## src/rtl/card_irq_pkg.sv

```systemverilog
package card_irq_pkg;
  // configuration bit positions that the gate decodes
  localparam int CHAR_OFF_BIT = 0;
  localparam int AUX_OFF_BIT  = 1;

  typedef enum logic [1:0] {
    SEL_UART = 2'd0,
    SEL_POLL = 2'd1,
    SEL_AUX  = 2'd2,
    SEL_CFG  = 2'd3
  } rd_sel_e;
endpackage

```

## src/rtl/cirq_sync_edge.sv

```systemverilog
module cirq_sync_edge #(
  parameter int STAGES = 2
) (
  input  logic clk,
  input  logic rst,
  input  logic pin_i,
  output logic level_o,
  output logic edge_o
);
  logic [STAGES-1:0] sh;
  logic              prev;

  always_ff @(posedge clk) begin
    if (rst) sh[0] <= 1'b0;
    else     sh[0] <= pin_i;
  end

  for (genvar i = 1; i < STAGES; i++) begin : g_stage
    always_ff @(posedge clk) begin
      if (rst) sh[i] <= 1'b0;
      else     sh[i] <= sh[i-1];
    end
  end

  always_ff @(posedge clk) begin
    if (rst) prev <= 1'b0;
    else     prev <= sh[STAGES-1];
  end

  assign level_o = sh[STAGES-1];
  assign edge_o  = sh[STAGES-1] ^ prev;
endmodule

```

## src/rtl/cirq_flags.sv

```systemverilog
module cirq_flags #(
  parameter int NERR = 3
) (
  input  logic            clk,
  input  logic            rst,
  input  logic            char_done_i,
  input  logic [NERR-1:0] err_i,
  input  logic            aux_edge_i,
  input  logic            clr_uart_i,
  input  logic            clr_aux_i,
  output logic            char_flag_o,
  output logic [NERR-1:0] err_flags_o,
  output logic            aux_flag_o
);
  // set always beats clear
  always_ff @(posedge clk) begin
    if (rst)              char_flag_o <= 1'b0;
    else if (char_done_i) char_flag_o <= 1'b1;
    else if (clr_uart_i)  char_flag_o <= 1'b0;
  end

  for (genvar e = 0; e < NERR; e++) begin : g_err
    always_ff @(posedge clk) begin
      if (rst)             err_flags_o[e] <= 1'b0;
      else if (err_i[e])   err_flags_o[e] <= 1'b1;
      else if (clr_uart_i) err_flags_o[e] <= 1'b0;
    end
  end

  always_ff @(posedge clk) begin
    if (rst)             aux_flag_o <= 1'b0;
    else if (aux_edge_i) aux_flag_o <= 1'b1;
    else if (clr_aux_i)  aux_flag_o <= 1'b0;
  end
endmodule

```

## src/rtl/cirq_merge.sv

```systemverilog
module cirq_merge #(
  parameter int NERR = 3
) (
  input  logic            clk,
  input  logic            rst,
  input  logic            char_flag_i,
  input  logic            aux_flag_i,
  input  logic [NERR-1:0] err_flags_i,
  input  logic            char_off_i,
  input  logic            aux_off_i,
  output logic            irq_o
);
  logic req;

  assign req = (char_flag_i & ~char_off_i)
             | (aux_flag_i  & ~aux_off_i)
             | (|err_flags_i);

  always_ff @(posedge clk) begin
    if (rst) irq_o <= 1'b0;
    else     irq_o <= req;
  end
endmodule

```

## src/rtl/card_irq_ctrl.sv

```systemverilog
module card_irq_ctrl
  import card_irq_pkg::*;
#(
  parameter int DW          = 8,
  parameter int NERR        = 3,
  parameter int SYNC_STAGES = 2
) (
  input  logic            clk,
  input  logic            rst,
  input  logic            cfg_we,
  input  logic [DW-1:0]   cfg_wdata,
  input  logic            rd_en,
  input  logic [1:0]      rd_sel,
  output logic [DW-1:0]   rd_data,
  input  logic            char_done,
  input  logic [NERR-1:0] err_in,
  input  logic            aux_pin,
  output logic            irq
);
  localparam int UART_USED = NERR + 1;

  logic [DW-1:0]   cfg_q;
  logic            char_flag;
  logic            aux_flag;
  logic [NERR-1:0] err_flags;
  logic            aux_edge;
  logic            aux_level;
  logic            clr_uart;
  logic            clr_aux;
  logic [DW-1:0]   uart_word;
  logic [DW-1:0]   poll_word;
  logic [DW-1:0]   aux_word;

  // top configuration bit is unused and held at 0
  always_ff @(posedge clk) begin
    if (rst)         cfg_q <= '0;
    else if (cfg_we) cfg_q <= {1'b0, cfg_wdata[DW-2:0]};
  end

  assign clr_uart = rd_en && (rd_sel == SEL_UART);
  assign clr_aux  = rd_en && (rd_sel == SEL_AUX);

  cirq_sync_edge #(.STAGES(SYNC_STAGES)) u_sync (
    .clk     (clk),
    .rst     (rst),
    .pin_i   (aux_pin),
    .level_o (aux_level),
    .edge_o  (aux_edge)
  );

  cirq_flags #(.NERR(NERR)) u_flags (
    .clk         (clk),
    .rst         (rst),
    .char_done_i (char_done),
    .err_i       (err_in),
    .aux_edge_i  (aux_edge),
    .clr_uart_i  (clr_uart),
    .clr_aux_i   (clr_aux),
    .char_flag_o (char_flag),
    .err_flags_o (err_flags),
    .aux_flag_o  (aux_flag)
  );

  cirq_merge #(.NERR(NERR)) u_merge (
    .clk         (clk),
    .rst         (rst),
    .char_flag_i (char_flag),
    .aux_flag_i  (aux_flag),
    .err_flags_i (err_flags),
    .char_off_i  (cfg_q[CHAR_OFF_BIT]),
    .aux_off_i   (cfg_q[AUX_OFF_BIT]),
    .irq_o       (irq)
  );

  always_comb begin
    uart_word                  = '0;
    uart_word[UART_USED-1:0]   = {err_flags, char_flag};
    poll_word                  = '0;
    poll_word[0]               = char_flag;
    aux_word                   = '0;
    aux_word[1:0]              = {aux_level, aux_flag};
  end

  always_ff @(posedge clk) begin
    if (rst) rd_data <= '0;
    else if (rd_en) begin
      case (rd_sel)
        SEL_UART: rd_data <= uart_word;
        SEL_POLL: rd_data <= poll_word;
        SEL_AUX:  rd_data <= aux_word;
        default:  rd_data <= cfg_q;
      endcase
    end
  end
endmodule

```

## config.mk

```make
export PLATFORM = sky130hd
export DESIGN_NAME = card_irq_ctrl
export DESIGN_NICKNAME = d
export VERILOG_FILES = /design/src/rtl/card_irq_pkg.sv /design/src/rtl/cirq_sync_edge.sv /design/src/rtl/cirq_flags.sv /design/src/rtl/cirq_merge.sv /design/src/rtl/card_irq_ctrl.sv
export SDC_FILE = /design/constraint.sdc
export NUM_CORES = 1
export LEC_CHECK = 0
export BUFFER_PORTS_ARGS = -buffer_cell sky130_fd_sc_hd__clkbuf_2
export CAP_MARGIN = 20
export CORE_MARGIN = 5
export CORE_UTILIZATION = 48
export DETAILED_ROUTE_END_ITERATION = 10
export PLACE_DENSITY = 0.74
export SETUP_SLACK_MARGIN = 0.4
export SYNTH_ARGS = -nofsm -noshare
export SYNTH_HDL_FRONTEND = slang
export SYNTH_HIERARCHICAL = 1
export SYNTH_SLANG_ARGS = --single-unit
```

## constraint.sdc

```tcl
create_clock -name clk -period 0.97 [get_ports clk]
set_input_delay 0.194 -clock clk [delete_from_list [all_inputs] [get_ports clk]]
set_output_delay 0.194 -clock clk [all_outputs]
set_load 0.05 [all_outputs]
```

* After elaboration in Yosys (flattened, before gate mapping) *
Index checks and enable logic that the tools add are counted.
Widths: inputs -> output; s select.

cells by class
  equal/unequal tests = 2
  mux-type cells = 8
  bitwise operators = 7
  reductions and logical operators = 9

operators by type and width
  kind                number
  $pmux 7 s3          1
  $reduce_bool 2->1   5
  $mux 1              7
  $reduce_or 3->1     1
  $and 1x1->1         2
  $eq 2x1->1 const B  1
  $eq 2x2->1 const B  1
  $logic_and 1x1->1   2
  $logic_not 2->1     1
  $not 1->1           2
  $or 1x1->1          2
  $xor 1x1->1         1

word-level totals
  register bits = 24
  bits of input ports = 19
  output and inout port bits = 9

* Logic depth before layout (Yosys ltp) *
  depth in word-level cells = 4
  mapped depth = 4
  depth with buffers taken out = 3

* By module *
Netlist, hierarchy kept.

by module, submodules not included
  module          instances  cells each  area each (um^2)
  card_irq_ctrl   1          62          589.3
  cirq_flags      1          20          175.2
  cirq_sync_edge  1          7           87.6
  cirq_merge      1          5           43.8

* Least setup slack after synthesis *
Ideal clock, no wire load.

  kind = reg2reg
  start point = register rd_data[1] (netlist name)
  end point = register rd_data[1]
  arrival = 0.923 ns
  setup slack = -0.041 ns
  stages on the path, launching flop included = 3
  path buffers = 0
  cells stage by stage = dfxtp_1 -> nor2_1 -> a311oi_2

RTL lines
  element               line                 RTL
  to (signal assigned)  card_irq_ctrl.sv:88  SEL_UART: rd_data <= uart_word;
  to (signal assigned)  card_irq_ctrl.sv:89  SEL_POLL: rd_data <= poll_word;
  to (signal assigned)  card_irq_ctrl.sv:90  SEL_AUX: rd_data <= aux_word;
  to (decl)             card_irq_ctrl.sv:14  output logic [DW-1:0] rd_data,

* Worst setup path in the final report *
  start point = register rd_data[1]
  end point = output port rd_data[1]

No word-level cell between the ends.

==> impl_results.rst <==
.. list-table::
   :header-rows: 1

   * - Metric
     - Value
   * - Count of placed standard cells including taps
     - 144
   * - Layout cells sized above 1
     - 58.9%
   * - Clock input transition at the sequential cells of the worst setup and hold paths
     - 120 ps
   * - Total via count after detailed routing
     - 728
   * - Total wire length after detailed routing
     - 2180 um
   * - Startpoint Class
     - flip-flop
   * - Starting density of the core
     - 51.3%
   * - Max Buffers Root-to-Sink
     - 2
   * - Fmax
     - 0.964 GHz
   * - Total power consumption of the routed design
     - 1.83 mW
   * - Inserted Clock Buffers
     - 3
   * - Total number of placement rows
     - 15
   * - Sequential share of the synthesized area
     - 51.4%
   * - Area after detailed placement
     - 1140 um2
   * - Synthesis Warnings
     - 6
   * - Area Overhead vs Synth
     - 54.2%
   * - Worst-case setup slack after placement
     - -18.9 ps
   * - Cells on Worst Hold Path
     - 3
   * - Post-synth top cells
     - 23 x sky130_fd_sc_hd__dfxtp_1, 11 x sky130_fd_sc_hd__nand2b_1, 11 x sky130_fd_sc_hd__nor2_1, 9 x sky130_fd_sc_hd__a21oi_1, 8 x sky130_fd_sc_hd__mux2i_1
   * - FF-to-FF End
     - rd_data[1]
   * - Worst clock skew
     - 2.58 ps
   * - CP top delay family
     - flip-flops
   * - Longest individual stage delay on the worst path
     - 370 ps
   * - Number of inserted filler cells in the final layout
     - 110
   * - Type of destination of the critical path
     - output port
   * - Crit-path max FO
     - 2
   * - Startpoint of the worst register-to-register path
     - u_sync/level_o
   * - GRT overflow
     - 0
   * - Top Ports
     - 28
   * - Arrival time of data at the critical path endpoint
     - 840 ps
   * - Worst path cell trace
     - clkbuf_16
   * - Initial antenna violation count
     - 0
   * - WL per Instance
     - 14.6 um
   * - Violations in the final reports
     - negative setup slack
   * - Vias per Instance
     - 4.89
   * - Maximum capacitance violations
     - 0
   * - Slowest stage cell, crit path
     - sky130_fd_sc_hd__dfxtp_4
   * - Setup repair after global routing missed its margin
     - true
   * - Static Leakage
     - 0.588 nW
   * - Cells after synthesis
     - 94
   * - Combined area of all synthesized cells
     - 896 um2
   * - Vertical die dimension
     - 53.2 um
   * - TritonCTS clock tree
     - yes
   * - Largest net degree at the start of global routing
     - 14
   * - Routability cong.
     - 0.744
   * - Worst min-delay path class
     - in2reg
   * - Die area
     - 2830 um2
   * - Asr flop ratio synth
     - 0%
   * - Global-route wire length before repair
     - 3240 um
   * - Final core utilization
     - 79.1%
   * - Worst hold start
     - char_done
   * - Skew-Pair Late Insertion Delay
     - 300 ps
   * - Number of nets with antenna violations after routing
     - 0
   * - Final hold slack
     - 81.2 ps
   * - DRC errors left
     - 0
   * - Max Transition Viols Final
     - 0
   * - Cell types with the largest area share after synthesis
     - sky130_fd_sc_hd__dfxtp_1 51%, sky130_fd_sc_hd__mux2i_1 8.9%, sky130_fd_sc_hd__nand2b_1 7.7%
   * - Min Tclk post-route
     - 1040 ps
   * - R2R setup slack
     - 90 ps
   * - Logic depth of the worst register-to-register path
     - 3
   * - Final-report hold violation count
     - 0
   * - Iter 0 DRT Violations
     - 15
   * - Antenna Cells
     - 0
   * - HPWL reported at the end of detailed placement
     - 1370 um
   * - Root buffer cell
     - sky130_fd_sc_hd__clkbuf_4
   * - Count of distinct cell types in the synthesized netlist
     - 25
   * - Pre-Repair DR Iteration Count
     - 4
   * - Final period utilization
     - 107%
   * - Width of the die
     - 53.2 um
   * - All-Layer GR Usage
     - 16.0%
   * - Prevailing post-synth register cell
     - sky130_fd_sc_hd__dfxtp_1
   * - CTS Sinks
     - 23
   * - Total of flip-flops plus latches after synthesis
     - 23
   * - Terminating pin of the worst hold path
     - u_flags/char_flag_o
   * - Post-cts hold buffer count
     - 0
   * - Required arrival time at the worst endpoint
     - 780 ps
   * - Max IR drop VDD
     - 0.000843 V
   * - Post-synth EDFFs
     - 0
   * - # port buffers
     - 25
   * - Crit path setup slack, layout
     - -67.4 ps
   * - Depth of the CTS H-tree
     - 1
   * - Dominant cell by count in the synthesized netlist
     - sky130_fd_sc_hd__dfxtp_1
   * - Fin Setup TNS
     - -465 ps
   * - Status
     - finished, violations left
   * - Via count of the first global-routing pass
     - 740
   * - Cell Pwr Density
     - 1330 nW/um2
   * - Number of nets in the final layout
     - 144
   * - Cell taking the most area after synthesis
     - sky130_fd_sc_hd__dfxtp_1
   * - Final standard cell area without fillers
     - 1380 um2
   * - Share of Yosys cell area claimed by the top area cell type
     - 51.4%
   * - CP Buf/Inv Count
     - 1
   * - Final Non-Filler Cells
     - 149
   * - Number of setup violations in the final report
     - 8
   * - Syn Nets
     - 113
   * - Syn Area/Cell
     - 9.53 um2
   * - Setup Crit Path Kind
     - reg2out
   * - Core area
     - 1750 um2
[where the power goes]
| group | total (mW) | internal [mW] | switching [mW] |
|---|---|---|---|
| combinational | 0.362 | 0.179 | 0.183 |
| clock | 0.434 | 0.154 | 0.280 |
| sequential | 1.04 | 0.993 | 0.0427 |
| total | 1.83 | 1.33 | 0.506 |
[routing by layer]
| layer | GRT usage [%] | wire [um] | vias to the layer above |
|---|---|---|---|
| li1 | - | - | 372 |
| met5 | 0 | 0 | - |
| met4 | 8.94 | 28 | 0 |
| met1 | 19.0 | 952 | 333 |
| met3 | 1.69 | 73 | 2 |
| met2 | 27.8 | 1120 | 21 |
[layout make-up]
class                      count  area [um2]  share of cell area (%)
clock buffer                   3        22.5                    1.63
multi-input combinational     62         472                    34.1
timing repair buffer          30         325                    23.6
clock inverter                 1        5.00                   0.362
tap                           25        31.3                    2.26
sequential                    23         507                    36.7
inverter                       5        18.8                    1.36
[what timing repair did]
item / CTS / global route
pin swaps: 9 / 3
setup buffers: 1 / 0
endpoints found under the hold margin: 0 / 0
resized for setup: 35 / 7
endpoints found under the setup margin: 28 / 29
[cells in the final DEF, fill, tap and decap left out, types with 2 or more instances in the layout]
cell type,count
sky130_fd_sc_hd__clkbuf_4,3
sky130_fd_sc_hd__dfxtp_1,2
sky130_fd_sc_hd__a21oi_2,3
sky130_fd_sc_hd__nor2b_1,2
sky130_fd_sc_hd__a21oi_1,6
sky130_fd_sc_hd__clkbuf_16,7
sky130_fd_sc_hd__mux2i_1,8
sky130_fd_sc_hd__nor2_1,10
sky130_fd_sc_hd__nand2b_1,10
sky130_fd_sc_hd__a22oi_2,2
sky130_fd_sc_hd__nand3_2,2
sky130_fd_sc_hd__dfxtp_2,13
sky130_fd_sc_hd__dfxtp_4,8
sky130_fd_sc_hd__inv_1,5
sky130_fd_sc_hd__buf_4,4
sky130_fd_sc_hd__clkbuf_2,17
[logic make-up (layout without fill, tap and decap cells)]
family,after synthesis,count (layout),synth area share (%)
mux,9,9,10.2
simple gates,34,34,20.4
compound gates,17,17,12.1
xor+xnor,1,1,0.978
flops,23,23,51.4
buf+inv,9,39,4.47
other cells,1,1,0.419
[flip-flops by register name, summed over array words and instances, names as in the netlist]
signal	cells
cfg_q	7
rd_data	7
u_flags/err_flags_o	3
u_flags/aux_flag_o	1
u_flags/char_flag_o	1
u_merge/irq_o	1
u_sync/level_o	1
u_sync/prev	1
u_sync/sh	1
[how the worst max path moves through the flow]
stage,to,slack [ps],cells past startpoint,start
finish,rd_data[1],-70,1,rd_data[1]
global route,rd_data[5],-90,1,rd_data[5]
CTS,rd_data[0],-70,1,rd_data[0]
detailed placement,rd_data[3],-20,4,rd_sel[0]
global placement,rd_data[2],2,4,rd_sel[0]
floorplan,rd_data[1],160,3,u_sync/level_o
(Power assumes the default switching activity.)
